## src/rtl/streamer_pkg.sv

```systemverilog
package streamer_pkg;

  // Pull-low value for frame position idx: data bits MSB first, null bit released.
  function automatic logic pull_for(input logic [31:0] word, input int unsigned width,
                                    input int unsigned idx);
    if (idx < width) return ~word[width - 1 - idx];
    return 1'b0;
  endfunction

  // Next address in a wrapping space of the given depth.
  function automatic logic [31:0] wrap_next(input logic [31:0] a, input int unsigned depth);
    if (a == depth - 1) return 32'd0;
    return a + 32'd1;
  endfunction

endpackage

```

## src/rtl/edge_sync.sv

```systemverilog
module edge_sync #(
  parameter int unsigned STAGES = 2
) (
  input  logic clk,
  input  logic rst_n,
  input  logic din,
  output logic rise
);
  logic [STAGES:0] sync_q;

  always_ff @(posedge clk or negedge rst_n) begin
    if (!rst_n) sync_q <= '0;
    else        sync_q <= {sync_q[STAGES-1:0], din};
  end

  assign rise = sync_q[STAGES-1] & ~sync_q[STAGES];

  // a detected rise lasts a single cycle
  assert_rise_single_R3: assert property (@(posedge clk) disable iff (!rst_n)
    rise |=> !rise);

endmodule

```

## src/rtl/frame_seq.sv

```systemverilog
module frame_seq
  import streamer_pkg::*;
#(
  parameter int unsigned ADDR_W     = 7,
  parameter int unsigned DATA_W     = 8,
  parameter int unsigned SYNC_RISES = 9
) (
  input  logic                  clk,
  input  logic                  rst_n,
  input  logic                  step,
  input  logic                  restart,
  output logic                  syncing,
  output logic                  frame_done,
  output logic [$clog2(DATA_W+1)-1:0] bit_idx,
  output logic [ADDR_W-1:0]     addr
);
  localparam int unsigned FRAME_LEN = DATA_W + 1;
  localparam int unsigned DEPTH     = 1 << ADDR_W;
  localparam int unsigned BIT_W     = $clog2(FRAME_LEN);
  localparam int unsigned WARM_W    = $clog2(SYNC_RISES + 1);
  localparam logic [WARM_W-1:0] WARM_DONE = WARM_W'(SYNC_RISES);
  localparam logic [BIT_W-1:0]  LAST_BIT  = BIT_W'(FRAME_LEN - 1);

  logic [WARM_W-1:0] warm_cnt;

  assign syncing    = warm_cnt < WARM_DONE;
  assign frame_done = step && !syncing && (bit_idx == LAST_BIT);

  always_ff @(posedge clk or negedge rst_n) begin
    if (!rst_n) begin
      warm_cnt <= '0;
      bit_idx  <= '0;
      addr     <= '0;
    end else if (restart) begin
      warm_cnt <= WARM_DONE;
      bit_idx  <= '0;
      addr     <= '0;
    end else if (step) begin
      if (syncing) begin
        warm_cnt <= warm_cnt + 1'b1;
      end else if (bit_idx == LAST_BIT) begin
        bit_idx <= '0;
        addr    <= ADDR_W'(wrap_next(32'(addr), DEPTH));
      end else begin
        bit_idx <= bit_idx + 1'b1;
      end
    end
  end

  // the last address is followed by address 0
  assert_addr_wrap_R6: assert property (@(posedge clk) disable iff (!rst_n)
    (frame_done && addr == ADDR_W'(DEPTH - 1)) |=> addr == '0);

  // the address only moves at the null-bit rise or on restart
  assert_addr_move_R9: assert property (@(posedge clk) disable iff (!rst_n)
    (!frame_done && !restart) |=> $stable(addr));

  // restart lands on bit 0 of address 0 with the sync phase finished
  assert_restart_pos_R8: assert property (@(posedge clk) disable iff (!rst_n)
    restart |=> (addr == '0 && bit_idx == '0 && !syncing));

endmodule

```

## src/rtl/serial_rom_streamer.sv

```systemverilog
module serial_rom_streamer
  import streamer_pkg::*;
#(
  parameter int unsigned ADDR_W      = 7,
  parameter int unsigned DATA_W      = 8,
  parameter int unsigned SYNC_RISES  = 9,
  parameter int unsigned SYNC_STAGES = 2
) (
  input  logic              clk,
  input  logic              rst_n,
  input  logic              run_en,
  input  logic              restart,
  input  logic              vclk_in,
  output logic [ADDR_W-1:0] rd_addr,
  input  logic [DATA_W-1:0] rd_data,
  output logic              sda_pull_low
);
  localparam int unsigned FRAME_LEN = DATA_W + 1;
  localparam int unsigned BIT_W     = $clog2(FRAME_LEN);

  logic             vclk_rise;
  logic             step;
  logic             syncing;
  logic             frame_done;
  logic [BIT_W-1:0] bit_idx;
  logic             pull_q;

  edge_sync #(.STAGES(SYNC_STAGES)) u_sync (
    .clk  (clk),
    .rst_n(rst_n),
    .din  (vclk_in),
    .rise (vclk_rise)
  );

  assign step = vclk_rise & run_en;

  frame_seq #(.ADDR_W(ADDR_W), .DATA_W(DATA_W), .SYNC_RISES(SYNC_RISES)) u_seq (
    .clk       (clk),
    .rst_n     (rst_n),
    .step      (step),
    .restart   (restart),
    .syncing   (syncing),
    .frame_done(frame_done),
    .bit_idx   (bit_idx),
    .addr      (rd_addr)
  );

  always_ff @(posedge clk or negedge rst_n) begin
    if (!rst_n)                 pull_q <= 1'b0;
    else if (restart || !run_en) pull_q <= 1'b0;
    else if (step)              pull_q <= syncing ? 1'b0
                                        : pull_for(32'(rd_data), DATA_W, 32'(bit_idx));
  end

  assign sda_pull_low = pull_q;

  // the line stays released through the synchronisation rises
  assert_sync_release_R2: assert property (@(posedge clk) disable iff (!rst_n)
    (step && syncing) |=> !sda_pull_low);

  // the null bit leaves the line released
  assert_null_release_R5: assert property (@(posedge clk) disable iff (!rst_n)
    frame_done |=> !sda_pull_low);

  // between rises the line does not move
  assert_hold_R3: assert property (@(posedge clk) disable iff (!rst_n)
    (run_en && !restart && !vclk_rise) |=> $stable(sda_pull_low));

  // a disabled streamer releases the line
  assert_off_release_R7: assert property (@(posedge clk) disable iff (!rst_n)
    !run_en |=> !sda_pull_low);

endmodule

```

## config.mk

```make
export PLATFORM = sky130hd
export DESIGN_NAME = serial_rom_streamer
export DESIGN_NICKNAME = d
export VERILOG_FILES = /design/src/rtl/streamer_pkg.sv /design/src/rtl/edge_sync.sv /design/src/rtl/frame_seq.sv /design/src/rtl/serial_rom_streamer.sv
export SDC_FILE = /design/constraint.sdc
export NUM_CORES = 1
export LEC_CHECK = 0
export ABC_AREA = 1
export BUFFER_PORTS_ARGS = -buffer_cell sky130_fd_sc_hd__buf_2
export CAP_MARGIN = 20
export CORE_AREA = 3 3 53 55
export CTS_CLUSTER_SIZE = 20
export DETAILED_ROUTE_END_ITERATION = 8
export DIE_AREA = 0 0 56 58
export GPL_TIMING_DRIVEN = 1
export MAX_ROUTING_LAYER = met4
export PLACE_DENSITY = 0.71
export SYNTH_ARGS = -nofsm -noshare
export SYNTH_HDL_FRONTEND = slang
export SYNTH_HIERARCHICAL = 1
export SYNTH_SLANG_ARGS = --single-unit
```

## constraint.sdc

```tcl
create_clock -name clk -period 2.1 [get_ports clk]
set_input_delay 0 -clock clk [delete_from_list [all_inputs] [get_ports clk]]
set_output_delay 0 -clock clk [all_outputs]
set_load 0.02 [all_outputs]
```

[Word-level counts from Yosys, hierarchy flattened]
Index checks and enable logic that the tools add are counted.
Cells by class
  $add $sub $neg: 4
  multiply operators: 0
  divide/modulo/power cells: 0
  order comparisons: 3
  equality and inequality tests: 3
  shifts and indexed selects: 0
  muxes and demuxes: 28
  bitwise gates (word level): 4
  reduce and logical (&&, ||, !) cells: 9
Operators with widths (number)
  $mux W7: 6
  $lt A32 B6 Y1 const B: 1
  $mux W4: 7
  $mux W1: 14
  $add A4 B1 Y4 const B: 2
  $lt A4 B4 Y1 const B: 2
  $reduce_bool A2 Y1: 4
  $add A7 B1 Y7 const B: 1
  $eq A7 B7 Y1 const B: 1
  $bmux W1 S5: 1
  $sub A3 B4 Y5 const A: 1
  $eq A4 B4 Y1 const B: 1
  $reduce_and A2 Y1: 2
  $reduce_and A3 Y1: 1
  $and A1 B1 Y1: 2
  $ne A2 B2 Y1 const B: 1
  $not A1 Y1: 2
  $logic_not A1 Y1: 1
  $logic_or A1 B1 Y1: 1
Storage, ports and cells
  register bits: 19
  bits in latches: 0
  memory bits (writable): 0
  memory bits (read-only): 0
  logic and storage cells: 56
  memories: 0

[Longest topological paths before layout]
  depth after elaboration: 11
  depth in mapped cells: 10

[Hierarchy]
Netlist, hierarchy kept.
Modules (own cells, without submodules)
  frame_seq: instances 1, cells an instance 112, area each 932.1 um^2
  serial_rom_streamer: instances 1, cells an instance 35, area each 182.7 um^2
  edge_sync: instances 1, cells an instance 5, area each 85.1 um^2

[Least setup slack after synthesis]
Ideal clock, no wire load.
  path kind: reg-to-reg
  start point: register u_seq.addr[0]
  end point: register u_seq.addr[6]
  arrival: 1.265 ns
  slack: 0.718 ns
  stages on the path, launching flop included: 7
  path buffers: 0
  period minus slack after synthesis: 1.382 ns
  path through: dfrtp_1 > ha_1 > nand3_2 > nor2_1 > inv_1 > o21ai_1 > nor2_1
Between the ends
  longest elaborated chain between the ends: 11
  elaborated cells between the ends (all ways): 12
  classes of those cells: 1 x add/sub; 1 x eq/ne; 10 x mux
Ends and longest elaborated chain
  start: declaration: RTL line frame_seq.sv:15  | output logic [ADDR_W-1:0] addr
  start signal: assignment: RTL line frame_seq.sv:43  | addr <= ADDR_W'(wrap_next(32'(addr), DEPTH));
  $eq A7 B7 Y1: RTL line streamer_pkg.sv:12  | if (a == depth - 1) return 32'd0;
  $mux W1: RTL line streamer_pkg.sv:12
  $mux W1: RTL line frame_seq.sv:41  | end else if (bit_idx == LAST_BIT) begin
  $mux W1: RTL line frame_seq.sv:39  | if (syncing) begin
  $mux W1: RTL line frame_seq.sv:38  | end else if (step) begin
  $mux W1: RTL line frame_seq.sv:34  | end else if (restart) begin
  $mux W7 *: RTL line streamer_pkg.sv:13  | return a + 32'd1;
  $mux W7 *: RTL line frame_seq.sv:41
  $mux W7 *: RTL line frame_seq.sv:39
  $mux W7 *: RTL line frame_seq.sv:38
  $mux W7 *: RTL line frame_seq.sv:34
Mark *: on every way between the ends. The rest lies on a longest branch, timed or not. The select of a mux whose other input is x is not followed.
A chain may end at the register's enable or synchronous reset.

[Final worst setup path]
  start point: register u_seq.bit_idx[0]
  end point: register u_seq.addr[4]
Between the ends
  longest elaborated chain between the ends: 3
Ends and longest elaborated chain
  start: declaration: RTL line frame_seq.sv:14  | output logic [$clog2(DATA_W+1)-1:0] bit_idx,
  start signal: assignment: RTL line frame_seq.sv:45  | bit_idx <= bit_idx + 1'b1;
  $eq A4 B4 Y1
  $reduce_bool A2 Y1 (no line)
  $reduce_and A3 Y1 (no line)
No other way between the ends.

==> summary by stage <==
Timing
The maximum clock frequency is 0.687 GHz. The setup TNS after final layout is 0 ns. The headroom to the max-slew limit is 0.651. The slew at the pin with the worst max-slew slack is about 0.52 ns.

Setup repair after global routing left no endpoint under its margin. The largest clock skew in the final design is about 0.0090 ns. Subtracting the final worst setup slack from the clock period gives between 1 and 1.5 ns. The setup-violating endpoint count in the final report is 0. Hold timing on the final database bottoms out at a slack of approximately 0.14 ns. Of the available clock period, the critical path in the final layout requires 0.693. The final max-slew violation count is 0. The final count of hold timing violations is 0. Across all setup checks in the final design, the least slack found is 0.645 ns.

Place
The half-perimeter wire length after placement is ~1800 um. The placed instances occupy a cell area of between 1000 and 1500 um^2. The number of port buffers is 20. The final estimated routing congestion in global placement is slightly above 0.9. The setup slack after placement is 0.643 ns.

Cells and area
The final core utilization is 0.573. Counting the fill cells in the layout gives 240. The fraction of final layout cells sized beyond drive strength 1 is 0.275. The sequential cell area in the final layout is 475 um^2. The most common cell after layout, fill and taps aside is sky130_fd_sc_hd__nand2_1.

The net count of the finished layout is about 200. Once layout is done, the placed cells without fillers occupy approximately 1400 um^2. The antenna cell count is 0. Compared with the post-synthesis result, the final layout area differs by 16.1%.

The multi-input logic area is slightly above 600 um^2. The top cell types in the final layout, fill and taps aside, are sky130_fd_sc_hd__nand2_1 (33), sky130_fd_sc_hd__buf_2 (20), sky130_fd_sc_hd__inv_1 (19), sky130_fd_sc_hd__dfrtp_1 (19), sky130_fd_sc_hd__nand3_1 (17).

Critical path
The critical path runs through a total of 7 cells. The startpoint class of the critical path is a flip-flop. The worst setup path is captured at a flip-flop.

The worst path arrival time is between 1.5 and 2 ns. The number of buffers and inverters on the critical path is 2. The number of cells on the worst reg-to-reg path is 7. The critical path goes through inv_1, ha_1, nand3_2, nand2_1, nand2_4, inv_2, o21ai_0. Among all stages on the critical path, the largest delay is contributed by sky130_fd_sc_hd__dfrtp_1. The largest single stage delay on the critical path is between 0.4 and 0.5 ns. The classification of the worst setup path is reg2reg. In this run the worst path has a maximum fanout of 8. For the worst setup path, the data required time is approximately 2.3 ns. The kind of cell with the highest combined delay along the critical path is flip-flops.

Synthesis
After synthesis the cells add up to between 1000 and 1500 um^2. The number of nets in the synthesized netlist is 170. The synthesis warning total is 6. The register bit count reported by yosys is 19. The count of different cell masters after synthesis is 26. The per-instance average area after synthesis is roughly 7.9 um^2. The cell count after synthesis came out at between 150 and 200. The share of the Yosys chip area taken by registers is 0.396.

Clock tree
Once the clock tree was built, the setup fixing pass inserted 0 buffers. TritonCTS built the clock tree. The number of H-tree levels is 1. The number of clock sinks is 19.

The number of buffers on the longest clock path is 2. The CTS clock-pin slew for the worst setup and hold paths is ~0.11 ns. The later pin in the worst-skew pair is clocked with a latency of ~0.30 ns. The root buffer cell is sky130_fd_sc_hd__clkbuf_4. The CTS buffer count is 3.

Global route
Entering global routing, the biggest net connects 20 pins. The initial antenna violation count is 0. The via count of the first global-routing pass came to 961. The leftover overflow at the end of global routing is 0.

The first global-routing pass estimated a little over 4000 um of wire. In the global route stage, overall resource usage came out at 0.168.

Die
In this run the standard cell core region covers between 2000 and 2500 um^2. The initial utilization of the core area, before any placement, comes to 0.493. The vertical die dimension is a little under 60 um. The overall die width is 56 um.

The number of rows in the core area is 18. For this design the top-level I/O count stands at 21. The floorplan die area is between 3000 and 4000 um^2.

Pwr
Of the total power, the share spent switching nets is 0.302. The internal portion of the total power is 506 uW. For this design the ratio of total power to cell area is 521 nW/um^2. The proportion of power drawn by combinational gates is 0.193. The share of power burned in registers is 0.551. The worst supply voltage drop on vdd is 331 uV. The switching power is about 220 uW. In this run the static leakage power is between 0.0007 and 0.0008 uW.

The share of total power dissipated in the clock network is 0.257.

Routing
In this run the remaining antenna-violating nets after routing total 0. The first-pass detailed-route iteration total is 4. The number of remaining DRC errors is 0. Wires add up to between 2000 and 2500 um. After the first detailed-routing iteration, the DRC count stood at 26. The routed wirelength normalized by instance count is roughly 11 um. The routed via count is ~1000. After detailed routing, the number of vias per cell comes to about 5.

Job
Max-cap violations in this run came to 0.

Run status
The flow ran to the end, and the final reports show no timing, DRC or antenna violations.

Worst hold path
In this run the worst hold path is classified as in2async.
-- path summary, 6_finish.rpt --
path                                   from               end  slack, ns
max in group asynchronous             rst_n     u_seq/addr[0]       1.66
max reg2reg                u_seq/bit_idx[0]     u_seq/addr[4]       0.64
min                                   rst_n      sda_pull_low       0.14
min reg2reg                u_sync/sync_q[0]  u_sync/sync_q[1]       0.37
max                        u_seq/bit_idx[0]     u_seq/addr[4]       0.64
min in group clk                 rd_data[7]      sda_pull_low       0.15
-- repair_timing --
| action | CTS | global route |
|---|---|---|
| hold buffers | 4 | 0 |
| resized for setup | 0 | 0 |
| hold endpoints to repair | 22 | 0 |
-- sequential cells by signal, summed over array words and instances, names as in the netlist --
name,count
u_seq/bit_idx,4
sda_pull_low,1
u_seq/addr,7
u_sync/sync_q,3
u_seq/warm_cnt,4
-- cell usage after synthesis, drive strengths merged --
| cell | n | area (um^2) |
|---|---|---|
| nand2 | 39 | 181 |
| inv | 26 | 97.6 |
| nand3 | 21 | 133 |
| dfrtp | 19 | 475 |
| nor2 | 13 | 73.8 |
| o21ai | 10 | 53.8 |
| nand4 | 6 | 37.5 |
| ha | 5 | 62.6 |
| a21oi | 3 | 22.5 |
| clkinv | 3 | 11.3 |
| buf | 2 | 12.5 |
| xor2 | 2 | 17.5 |
| nand3b | 1 | 7.51 |
| o211ai | 1 | 7.51 |
| or2 | 1 | 6.26 |
-- layer usage --
layer,track usage,vias up,share of wire
met4,0.0814,0,0.017
met3,0.0423,5,0.031
met5,-,-,0
met1,0.197,481,0.46
li1,-,531,-
met2,0.270,15,0.49
-- area by class of cell --
type	instances	share of cell area
tap	30	0.0270
clock inverter	1	0.00359
inverter	29	0.0782
clock buffer	3	0.0162
timing repair buffer	24	0.101
sequential	19	0.341
multi-input combinational	102	0.433
-- power by group through the flow --
| stage | clock network [uW] | registers, uW | logic (uW) |
|---|---|---|---|
| 6_report | 186 | 400 | 140 |
| 3_5_place_dp | 0 | 407 | 135 |
| 3_3_place_gp | 0 | 405 | 130 |
| 2_1_floorplan | 0 | 403 | 98.2 |
| 4_1_cts | 197 | 400 | 141 |
| 5_1_grt | 214 | 402 | 158 |
-- logic make-up (layout without fill, tap and decap cells) --
family	Yosys count	after routing	synth area share
and+or+nand+nor	81	81	0.366
buffers and inverters	31	57	0.101
xor gates and xnor gates	2	2	0.0146
adders and majority gates	5	5	0.0521
AOI/OAI and AO/OA	14	14	0.0699
DFF	19	19	0.396
-- per-stage QoR --
step,instances,power [uW]
finish,208,726
global route,208,774
CTS,208,737
detailed placement,200,542
global placement,200,535
floorplan,152,501
Power figures use the tool's default switching activity.
